[config.mk]
export PLATFORM = sky130hd
export DESIGN_NAME = fsratio_detect
export DESIGN_NICKNAME = d
export VERILOG_FILES = /design/src/rtl/fsr_pkg.sv /design/src/rtl/fsr_sync_edge.sv /design/src/rtl/fsr_period_count.sv /design/src/rtl/fsr_classify.sv /design/src/rtl/fsr_lock_filter.sv /design/src/rtl/fsratio_detect.sv
export SDC_FILE = /design/constraint.sdc
export NUM_CORES = 1
export LEC_CHECK = 0
export BUFFER_PORTS_ARGS = -buffer_cell sky130_fd_sc_hd__buf_2
export CORE_MARGIN = 2
export CORE_UTILIZATION = 58
export DETAILED_ROUTE_END_ITERATION = 10
export PLACE_DENSITY_LB_ADDON = 0.05
export SYNTH_ARGS = -nofsm -noshare
export SYNTH_HDL_FRONTEND = slang
export SYNTH_SLANG_ARGS = --single-unit
[constraint.sdc]
create_clock -name clk -period 2.7 [get_ports clk]
set_clock_uncertainty 0.2 [all_clocks]
set_input_delay 0.405 -clock clk [delete_from_list [all_inputs] [get_ports clk]]
set_output_delay 0.405 -clock clk [all_outputs]
set_load 0.02 [all_outputs]
[src/rtl/fsr_pkg.sv]
package fsr_pkg;

    localparam int NUM_RATIOS = 6;

    typedef enum logic [2:0] {
        RATIO_128 = 3'd0,
        RATIO_192 = 3'd1,
        RATIO_256 = 3'd2,
        RATIO_384 = 3'd3,
        RATIO_512 = 3'd4,
        RATIO_768 = 3'd5
    } ratio_e;

    localparam ratio_e FALLBACK = RATIO_768;

    // Result of classifying one measured period
    typedef struct packed {
        ratio_e sel;
        logic   hit;
    } class_t;

    // Master clocks per frame for each ratio index
    function automatic int ratio_cycles(input int idx);
        case (idx)
            0:       return 128;
            1:       return 192;
            2:       return 256;
            3:       return 384;
            4:       return 512;
            default: return 768;
        endcase
    endfunction

    function automatic ratio_e cfg_to_ratio(input logic [2:0] c);
        return (c > 3'd5) ? FALLBACK : ratio_e'(c);
    endfunction

endpackage

[src/rtl/fsr_sync_edge.sv]
module fsr_sync_edge #(
    parameter int STAGES = 2
) (
    input  logic clk,
    input  logic clr,
    input  logic din,
    output logic rise
);
    // STAGES synchronizer flops plus one history flop for edge detection
    logic [STAGES:0] sh_q;

    always_ff @(posedge clk) begin
        if (clr) sh_q <= '0;
        else     sh_q <= {sh_q[STAGES-1:0], din};
    end

    assign rise = sh_q[STAGES-1] & ~sh_q[STAGES];
endmodule

[src/rtl/fsr_period_count.sv]
module fsr_period_count #(
    parameter int CNT_W = 10
) (
    input  logic             clk,
    input  logic             clr,
    input  logic             rise,
    output logic             meas_vld,
    output logic [CNT_W-1:0] meas_cnt
);
    localparam logic [CNT_W-1:0] SAT    = '1;
    localparam logic [CNT_W-1:0] SAT_M1 = SAT - 1'b1;

    logic [CNT_W-1:0] cnt_q;
    logic             armed_q;
    logic [CNT_W-1:0] period;

    // Cycles since the previous edge, pinned at the saturation value
    assign period = (cnt_q == SAT) ? SAT : cnt_q + 1'b1;

    always_ff @(posedge clk) begin
        if (clr) begin
            cnt_q    <= '0;
            armed_q  <= 1'b0;
            meas_vld <= 1'b0;
            meas_cnt <= '0;
        end else begin
            meas_vld <= 1'b0;
            if (rise) begin
                cnt_q   <= '0;
                armed_q <= 1'b1;
                if (armed_q) begin
                    meas_vld <= 1'b1;
                    meas_cnt <= period;
                end
            end else begin
                if (cnt_q != SAT) cnt_q <= cnt_q + 1'b1;
                // a stopped frame clock reports once as saturated
                if (armed_q && cnt_q == SAT_M1) begin
                    meas_vld <= 1'b1;
                    meas_cnt <= SAT;
                end
            end
        end
    end
endmodule

[src/rtl/fsr_classify.sv]
module fsr_classify
    import fsr_pkg::*;
#(
    parameter int CNT_W = 10,
    parameter int TOL   = 32
) (
    input  logic [CNT_W-1:0] count,
    output class_t           result
);
    localparam logic [CNT_W-1:0] SAT = '1;

    logic [NUM_RATIOS-1:0] hit;

    for (genvar i = 0; i < NUM_RATIOS; i++) begin : g_win
        localparam int LO = ratio_cycles(i) - TOL;
        localparam int HI = ratio_cycles(i) + TOL;
        assign hit[i] = (count != SAT) && (int'(count) >= LO) && (int'(count) <= HI);
    end

    // lowest matching ratio wins where windows touch
    always_comb begin
        result.hit = |hit;
        result.sel = FALLBACK;
        for (int i = NUM_RATIOS - 1; i >= 0; i--) begin
            if (hit[i]) result.sel = ratio_e'(3'(i));
        end
    end
endmodule

[src/rtl/fsr_lock_filter.sv]
module fsr_lock_filter
    import fsr_pkg::*;
(
    input  logic   clk,
    input  logic   clr,
    input  logic   meas_vld,
    input  class_t cls,
    output ratio_e sel,
    output logic   locked
);
    logic   have_prev_q;
    class_t prev_q;
    logic   rep;

    assign rep = have_prev_q && (cls.sel == prev_q.sel);

    always_ff @(posedge clk) begin
        if (clr) begin
            have_prev_q <= 1'b0;
            prev_q      <= '{sel: FALLBACK, hit: 1'b0};
            sel         <= FALLBACK;
            locked      <= 1'b0;
        end else if (meas_vld) begin
            have_prev_q <= 1'b1;
            prev_q      <= cls;
            if (rep) sel <= cls.sel;
            locked <= rep && cls.hit && prev_q.hit;
        end
    end
endmodule

[src/rtl/fsratio_detect.sv]
module fsratio_detect
    import fsr_pkg::*;
#(
    parameter int CNT_W       = 10,
    parameter int TOL         = 32,
    parameter int SYNC_STAGES = 2
) (
    input  logic                  clk,
    input  logic                  rst,
    input  logic                  slave_mode,
    input  logic [2:0]            cfg_ratio,
    input  logic                  frame_clk,
    output logic [2:0]            ratio_code,
    output logic [NUM_RATIOS-1:0] ratio_onehot,
    output logic                  locked
);
    logic             det_clr;
    logic             fc_rise;
    logic             meas_vld;
    logic [CNT_W-1:0] meas_cnt;
    class_t           meas_cls;
    ratio_e           det_sel;
    logic             det_lock;
    ratio_e           code_d;
    logic             lock_d;

    // detector is held idle outside slave mode
    assign det_clr = rst | ~slave_mode;

    fsr_sync_edge #(.STAGES(SYNC_STAGES)) u_sync (
        .clk  (clk),
        .clr  (det_clr),
        .din  (frame_clk),
        .rise (fc_rise)
    );

    fsr_period_count #(.CNT_W(CNT_W)) u_count (
        .clk      (clk),
        .clr      (det_clr),
        .rise     (fc_rise),
        .meas_vld (meas_vld),
        .meas_cnt (meas_cnt)
    );

    fsr_classify #(.CNT_W(CNT_W), .TOL(TOL)) u_class (
        .count  (meas_cnt),
        .result (meas_cls)
    );

    fsr_lock_filter u_lock (
        .clk      (clk),
        .clr      (det_clr),
        .meas_vld (meas_vld),
        .cls      (meas_cls),
        .sel      (det_sel),
        .locked   (det_lock)
    );

    always_comb begin
        code_d = slave_mode ? det_sel : cfg_to_ratio(cfg_ratio);
        lock_d = slave_mode ? det_lock : 1'b1;
    end

    always_ff @(posedge clk) begin
        if (rst) begin
            ratio_code <= 3'(FALLBACK);
            locked     <= 1'b0;
        end else begin
            ratio_code <= 3'(code_d);
            locked     <= lock_d;
        end
    end

    for (genvar i = 0; i < NUM_RATIOS; i++) begin : g_onehot
        always_ff @(posedge clk) begin
            if (rst) ratio_onehot[i] <= (i == int'(FALLBACK));
            else     ratio_onehot[i] <= (int'(code_d) == i);
        end
    end
endmodule

==> results of run 1 <==
final timing paths:
path	startpoint	depth (start not counted)	slack, ps	endpoint
setup / recovery	u_count.meas_cnt[1]	6	240	u_lock.locked
hold reg to reg	u_sync.sh_q[0]	1	250	u_sync.sh_q[1]
setup reg to reg	u_count.meas_cnt[1]	6	240	u_lock.locked
hold / removal	frame_clk	2	50	u_sync.sh_q[0]
metrics by stage:
stage	worst slack (ps)	hold slack, ps	utilization [%]	total power, W
2_1_floorplan	349	206	-	0.000708
3_3_place_gp	288	220	65.3	0.000724
3_5_place_dp	242	228	65.3	0.000727
4_1_cts	229	43.5	67.4	0.00106
5_1_grt	70.1	53.5	67.4	0.00109
6_report	240	54.9	67.4	0.00105
final cells by class:
type	instances	area [sq um]	share of cell area, %
multi-input combinational	167	991	47.4
sequential	44	881	42.1
timing repair buffer	17	87.6	4.19
clock buffer	7	65.1	3.11
tap	44	55.1	2.63
inverter	3	11.3	0.539
metal layers:
layer	track usage [%]	wire, um	up-vias
met4	6.38	40	0
met3	7.25	142	4
met1	28.6	1850	754
met5	0	0	-
met2	34.3	1690	28
li1	-	-	821
synth_stat cells (all sizes together), types with 2 or more instances:
master	number	area share [%]
nand3	10	2.6
or3	3	0.97
nor3	4	1.0
ha	2	1.3
or4	2	1.2
and3	5	1.6
nand4	2	0.65
nor2	27	5.2
a22oi	2	1.0
nand2	18	3.5
or2	3	0.97
nor2b	5	1.6
o21bai	2	0.78
nor3b	3	1.2
clkbuf	13	2.5
a211oi	7	2.7
a21o	3	1.2
nand2b	7	2.3
mux2i	4	2.1
xor2	3	1.4
dfxtp	44	46
inv	3	0.58
and2	6	1.9
xnor2	4	1.8
a21oi	16	4.1
o21ai	17	4.6
a31oi	3	0.97
placed cells by master, fill, tap and decap left out, types with 4 or more instances in the layout:
master and count:
nand2b_1 7, dfxtp_1 44, and2_1 5, nor3_1 4
a211oi_1 7, xnor2_1 4, a21oi_1 16, nand3_1 10
mux2i_1 4, nand2_1 18, o21ai_0 15, nor2b_1 5
clkbuf_4 5, buf_2 16, and3_1 5, nor2_1 27
sequential cells by signal (all words and copies together) (netlist names):
signal	flops
u_count.cnt_q	10
u_lock.locked	1
u_lock.sel	3
ratio_onehot	6
ratio_code	3
u_sync.sh_q	3
u_count.armed_q	1
u_count.meas_vld	1
u_lock.have_prev_q	1
u_lock.prev_q	4
u_count.meas_cnt	10
locked	1
logic make-up (layout without fill, tap and decap cells):
kind of cell / after synthesis / in the layout
AO/OA/AOI/OAI: 57 / 57
XOR/XNOR: 7 / 7
adder cells (fa/ha/maj): 2 / 2
buffers and inverters: 16 / 27
flip-flops: 44 / 44
multiplexers: 4 / 4
AND/OR/NAND/NOR: 97 / 97
power groups by stage:
stage                     sequential [W]  combinational, W  clock [W]
after global placement          0.000676         0.0000487          0
after global routing            0.000663         0.0000555   0.000375
after CTS                       0.000661         0.0000506   0.000348
after floorplan                 0.000683         0.0000245          0
after detailed placement        0.000676         0.0000503          0
final                           0.000661         0.0000501   0.000343
worst reg2reg max path, delay by kind of cell, from the launching register on:
kind | cells | cell delay [ps]
AO/OA/AOI/OAI | 3 | 560
flip-flops | 1 | 330
AND/OR/NAND/NOR | 3 | 1280
==> results_dict.tcl, run 1 <==
set metrics [dict create \
    status "finished clean" \
    post_cts_buffers 0 \
    synthMuxAreaShare_pct 2.07 \
    drt-wirelength-per-cell_um 13.2 \
    ys_types 40 \
    cts_resized 0 \
    post-route-period-util_pct 91.1 \
    worstPathArrival_ps 2510 \
    grtUsageTotal_pct 21.7 \
    critPathSlowestCell "or4_4" \
    rows 20 \
    ys_warn_count 0 \
    finalHoldViolCount 0 \
    drv_cap 0 \
    via_per_inst 5.70 \
    synth_compound_area_share_pct 18.8 \
    fmax_mhz 406 \
    clock_latency_ps 340 \
    synth_top_family_by_area "simple AND/OR/NAND/NOR gates" \
    portBuffers 16 \
    pwr-share-seq_pct 62.7 \
    cts_root_buf "clkbuf_4" \
    die_y_um 61.7 \
    clock_path_buffers 2 \
    cts_tree "yes" \
    finalSetupViolCount 0 \
    path_buf_inv 0 \
    cp-start-kind "register" \
    clkSlewWorstSetupHoldPaths_ps 120 \
    gp_congestion 0.891 \
    cts_buffers 5 \
    start_util_pct 62.3 \
    critPathCaptureType "register" \
    worstPathRequired_ps 2750 \
    coreArea_sq_mm 0.00310 \
    path_delay_family "simple AND/OR/NAND/NOR gates" \
    async_flop_share_pct 0 \
    finalNetCount 247 \
    ys_ff_latch 44 \
    slowest_delay_ps 560 \
    post-route-min-period_ps 2460 \
    yosysSeqAreaShare_pct 45.6 \
    synth_area_sq_mm 0.00193 \
    antennaDiodeCount 0 \
    synthFlopType "dfxtp_1" \
    synth_adder_area_share_pct 1.30 \
    drtIter0Drc 108 \
    cts_max_level 2 \
    swShare_pct 21.9 \
    syn_avg_cell_area_sq_um 8.51 \
    cts.sinks 44 \
    drive_gt1_share_pct 13.4 \
    syn_nets 236 \
    io_pins 17 \
    finalNonFillerCells 282 \
    internal_power_w 0.000823 \
    yosys.area_share.simple_pct 25.9 \
    synth-xor-area-share_pct 3.17 \
    grt_pass1_vias 1371 \
    vdd_drop_max_uv 426 \
    slew_viol_final 0 \
    synth_edf_count 0 \
    fin_setup_tns_ps 0 \
    die_w_um 61.7 \
    hold_path_class "input port to register" \
    place_hpwl_um 2800 \
    place_area_sq_mm 0.00203 \
    nFillCells 283 \
    dr_total_vias 1607 \
    grt_pass1_wl_um 6060 \
    cts_hold_buffers 0 \
    p_per_area_mw_per_mm2 504 \
    path_cells "or4_4 > or4_4 > and4b_4 > o21ai_2 > a22oi_2 > a41o_1" \
    syn2layout_area_growth_pct 8.23 \
    dieArea_sq_mm 0.00381 \
    p_comb_share_pct 4.7 \
    clock_power_share_pct 32.5 \
    cpMostUsedCell "or4_4" \
    fin_area_sq_mm 0.00209 \
    drt-pass1-iter-count 4 \
    worstPathMaxFanout 4 \
    power_switching_w 0.000231 \
    relSlewSlack_pct 54.9 \
    drt.antenna.violating_nets 0 \
    gr-total-overflow 0 \
    worst_pin_slew_ps 675 \
    antenna_found_initial 0 \
    route.detailed.drc 0 \
    rsz0062_at_grt "false" \
    grt_max_degree 16 \
    drt-total-wl_um 3730 \
    dpl.cell_count 275 \
    path_class "register to register" \
    cellLeakagePower_nw 0.787 \
    syn_inst 227 \
]
(Power assumes the default switching activity.)
==> run 2, diff against run 1 <==
CORE_MARGIN = 5   (was 2)
==> results_dict.tcl, run 2 (synthesis results as in run 1) <==
set metrics [dict create \
    critPathCaptureType "register" \
    grt_max_degree 16 \
    start_util_pct 58.8 \
    die_y_um 67.7 \
    drt-wirelength-per-cell_um 13.3 \
    drt.antenna.violating_nets 0 \
    die_w_um 67.7 \
    rows 21 \
    final_cell_mix "44 x dfxtp_1, 27 x nor2_1, 18 x nand2_1" \
    cts_buffers 5 \
    drt-total-wl_um 3800 \
    drt-pass1-iter-count 4 \
    dieArea_sq_mm 0.00458 \
    grtUsageTotal_pct 18.5 \
    holdWs_ps 50.9 \
    power_w 0.00103 \
    worstPathMaxFanout 4 \
    grt_pass1_vias 1482 \
    clock_path_buffers 2 \
    largestRegisters "u_count.cnt_q (10), u_count.meas_cnt (10), ratio_onehot (6)" \
    hold_path_class "input port to register" \
    post-route-min-period_ps 2500 \
    cts_tree "yes" \
    p_per_area_mw_per_mm2 495 \
    fin_setup_tns_ps 0 \
    gr-total-overflow 0 \
    syn2layout_area_growth_pct 8.03 \
    worst_r2r_endpoint "u_lock.sel[0]" \
    fmax_mhz 400 \
    cts_hold_buffers 0 \
    worstPathArrival_ps 2560 \
    dr_total_vias 1613 \
    cp-start-kind "register" \
    grt_pass1_wl_um 6400 \
    cts_resized 0 \
    cts.sinks 44 \
    drv_cap 0 \
    relSlewSlack_pct 55.1 \
    post-route-period-util_pct 92.7 \
    slew_viol_final 0 \
    place_hpwl_um 2810 \
    finalHoldViolCount 0 \
    worst_pin_slew_ps 672 \
    whs_endpoint "u_sync.sh_q[0]" \
    portBuffers 16 \
    coreArea_sq_mm 0.00328 \
    rsz0062_at_grt "false" \
    worstPathRequired_ps 2750 \
    route.detailed.drc 0 \
    post_cts_buffers 0 \
    reg2reg_depth 6 \
    utilization_pct 63.5 \
    drive_gt1_share_pct 13.8 \
    path_class "register to register" \
    via_per_inst 5.66 \
    cellLeakagePower_nw 0.781 \
    antennaDiodeCount 0 \
    clkSlewWorstSetupHoldPaths_ps 130 \
    vdd_drop_max_uv 334 \
    clock_latency_ps 360 \
    drtIter0Drc 122 \
    whs_path_depth 2 \
    status "finished clean" \
    min_from "frame_clk" \
    antenna_found_initial 0 \
    r2r_start "u_count.meas_cnt[1]" \
    final_common_cell "dfxtp_1" \
    rrSetupSlack_ps 200 \
    finalNetCount 247 \
    cts_root_buf "clkbuf_4" \
    finalSetupViolCount 0 \
    gp_congestion 0.808 \
    io_pins 17 \
    cts_max_level 2 \
]
==> run 2: cell types whose count changed in the layout (fill, tap and decap cells not counted), sizes merged <==
cell / change
clkbuf: -2
clkinvlp: +1
clkinv: +1
inv: +1
==> run 2: through the flow <==
| stage | cells | area, sq um | setup WS [ps] |
|---|---|---|---|
| finish | 285 | 2090 | 197 |
| global route | 285 | 2090 | 90.6 |
| CTS | 285 | 2090 | 209 |
| detailed placement | 277 | 2030 | 241 |
| global placement | 277 | 2030 | 299 |
| floorplan | 227 | 1930 | 349 |
==> run 2: worst max-delay path by stage <==
stage / startpoint / cells past startpoint / end / slack (ps)
final: u_count.meas_cnt[1] / 6 / u_lock.sel[0] / 200
after global routing: u_count.meas_cnt[1] / 6 / u_lock.sel[0] / 90
after CTS: u_count.meas_cnt[1] / 6 / u_lock.sel[0] / 210
after detailed placement: u_count.meas_cnt[1] / 6 / u_lock.sel[0] / 240
after global placement: u_count.meas_cnt[1] / 6 / u_lock.locked / 300
after floorplan: u_count.meas_cnt[1] / 6 / u_lock.locked / 350
==> run 2: final cells by class <==
cell class | count | area [sq um]
Fill cell | 306 | 1200
Multi-Input combinational cell | 167 | 991
Sequential cell | 44 | 881
Timing Repair Buffer | 17 | 87.6
Tap cell | 46 | 57.6
Clock buffer | 5 | 37.5
Clock inverter | 3 | 21.3
Inverter | 3 | 11.3
==> run 2: critical path: stages (launching register included) <==
cell,delay (ps)
dfxtp_1,340
or4_4,550
or4_4,520
a21oi_1,170
o21ai_2,90
a2111oi_0,430
nor3b_1,100
==> run 2: where the power goes <==
| part | internal [W] | total (W) | switching (W) |
|---|---|---|---|
| Sequential | 0.000658 | 0.000662 | 0.00000393 |
| Combinational | 0.0000179 | 0.0000496 | 0.0000318 |
| Clock | 0.000103 | 0.000323 | 0.000219 |
| Total | 0.000779 | 0.00103 | 0.000255 |
==> run 2: routing by layer <==
metal / wire, um / GRT usage [%] / up-vias
met4: 76 / 8.86 / 0
met3: 166 / 5.49 / 9
met5: 0 / 0 / -
met2: 1940 / 32.3 / 28
met1: 1620 / 20.4 / 754
li1: - / - / 822
==> run 3, diff against run 2 <==
CORE_ASPECT_RATIO = 1.4   (was not set)
==> results_dict.tcl, run 3 (synthesis results as in run 1) <==
set metrics [dict create \
    cts_root_buf "clkbuf_8" \
    finalNetCount 248 \
    cts_hold_buffers 0 \
    p_per_area_mw_per_mm2 522 \
    dpl.cell_count 271 \
    cts_resized 0 \
    grt_pass1_wl_um 6850 \
    route.detailed.drc 0 \
    die_y_um 78.3 \
    post-route-min-period_ps 2560 \
    io_pins 17 \
    drive_gt1_share_pct 13.8 \
    clock_path_buffers 2 \
    fin_setup_tns_ps 0 \
    drt-total-wl_um 3960 \
    cts_buffers 5 \
    clock_latency_ps 290 \
    whs_path_depth 2 \
    reg2reg_depth 6 \
    vdd_drop_max_uv 459 \
    worstPathRequired_ps 2660 \
    status "finished clean" \
    worstPathMaxFanout 4 \
    rsz0062_at_grt "false" \
    slew_viol_final 0 \
    drt.antenna.violating_nets 0 \
    grt_max_degree 16 \
    critPathCaptureType "register" \
    dieArea_sq_mm 0.00460 \
    drt-pass1-iter-count 4 \
    clkSlewWorstSetupHoldPaths_ps 80 \
    crit_path_start "u_count.meas_cnt[1]" \
    layout_setup_ws_ps 144 \
    worstPathArrival_ps 2520 \
    cts_max_level 2 \
    post_cts_buffers 0 \
    gr-total-overflow 0 \
    r2r_start "u_count.meas_cnt[1]" \
    largestRegisters "u_count.cnt_q (10), u_count.meas_cnt (10), ratio_onehot (6)" \
    coreArea_sq_mm 0.00315 \
    place_hpwl_um 2950 \
    die_w_um 58.8 \
    gp_congestion 0.850 \
    dr_total_vias 1631 \
    drtIter0Drc 76 \
    drv_cap 0 \
    antennaDiodeCount 0 \
    syn2layout_area_growth_pct 9.13 \
    finalSetupViolCount 0 \
    drt-wirelength-per-cell_um 14.3 \
    dp_slack_ps 189 \
    relSlewSlack_pct 54.8 \
    path_class "register to register" \
    final_common_cell "dfxtp_1" \
    start_util_pct 61.3 \
    finalHoldViolCount 0 \
    fmax_mhz 391 \
    rows 24 \
    portBuffers 16 \
    antenna_found_initial 0 \
    cp-start-kind "register" \
    via_per_inst 5.87 \
    cts_tree "yes" \
    hold_path_class "input port to register" \
    cts.sinks 44 \
    finalNonFillerCells 278 \
    cellLeakagePower_nw 0.795 \
    nFillCells 267 \
    grt_pass1_vias 1601 \
    worst_pin_slew_ps 677 \
    post-route-period-util_pct 94.7 \
    min_from "frame_clk" \
    grtUsageTotal_pct 18.7 \
    final_cell_mix "44 x dfxtp_1, 27 x nor2_1, 18 x nand2_1" \
]
-- run 3: changes by cell type in the layout (fill, tap and decap cells not counted), sizes merged --
cell and change:
buf +1, inv -1
-- run 3: worst max-delay path, stage by stage, from the launching register on --
cell	delay (ps)
dfxtp_1	310
or4_4	550
or4_4	520
a21oi_1	180
o21ai_2	90
a2111oi_0	470
nor3b_1	110
-- run 3: through the flow --
step	area (sq um)	hold WS, ps	util (%)	power (W)
floorplan	1930	206	-	0.000708
global placement	2030	216	64.3	0.000724
detailed placement	2030	221	64.3	0.000727
CTS	2110	113	66.9	0.00111
global route	2110	118	66.9	0.00114
finish	2110	110	66.9	0.00110
-- run 3: where the power goes --
part           switching (W)  internal (W)  leakage [nW]
Sequential        0.00000398      0.000657         0.357
Combinational      0.0000322     0.0000177         0.398
Clock               0.000214      0.000175        0.0400
Total               0.000251      0.000850         0.795
-- run 3: path summary, 6_finish.rpt --
check	endpoint	slack, ps
worst max register to register	u_lock.sel[0]	140
worst min-delay path	u_sync.sh_q[0]	110
worst max-delay path	u_lock.sel[0]	140
worst min register to register	u_sync.sh_q[1]	240
-- run 3: area by class of cell --
| cell class | instances | area, sq um | area share [%] |
|---|---|---|---|
| Clock buffer | 5 | 68.8 | 3.26 |
| Clock inverter | 2 | 12.5 | 0.593 |
| Inverter | 3 | 11.3 | 0.534 |
| Multi-Input combinational cell | 167 | 991 | 47.0 |
| Sequential cell | 44 | 881 | 41.8 |
| Tap cell | 39 | 48.8 | 2.31 |
| Timing Repair Buffer | 18 | 95.1 | 4.51 |
-- run 3: metal layers --
metal	global-route usage, %	wire, um	share of wire [%]	vias to the layer above
li1	-	-	-	816
met1	19.5	1620	41	773
met2	33.8	2090	53	34
met3	4.60	172	4.3	8
met4	8.84	74	1.9	0
met5	0	0	0	-
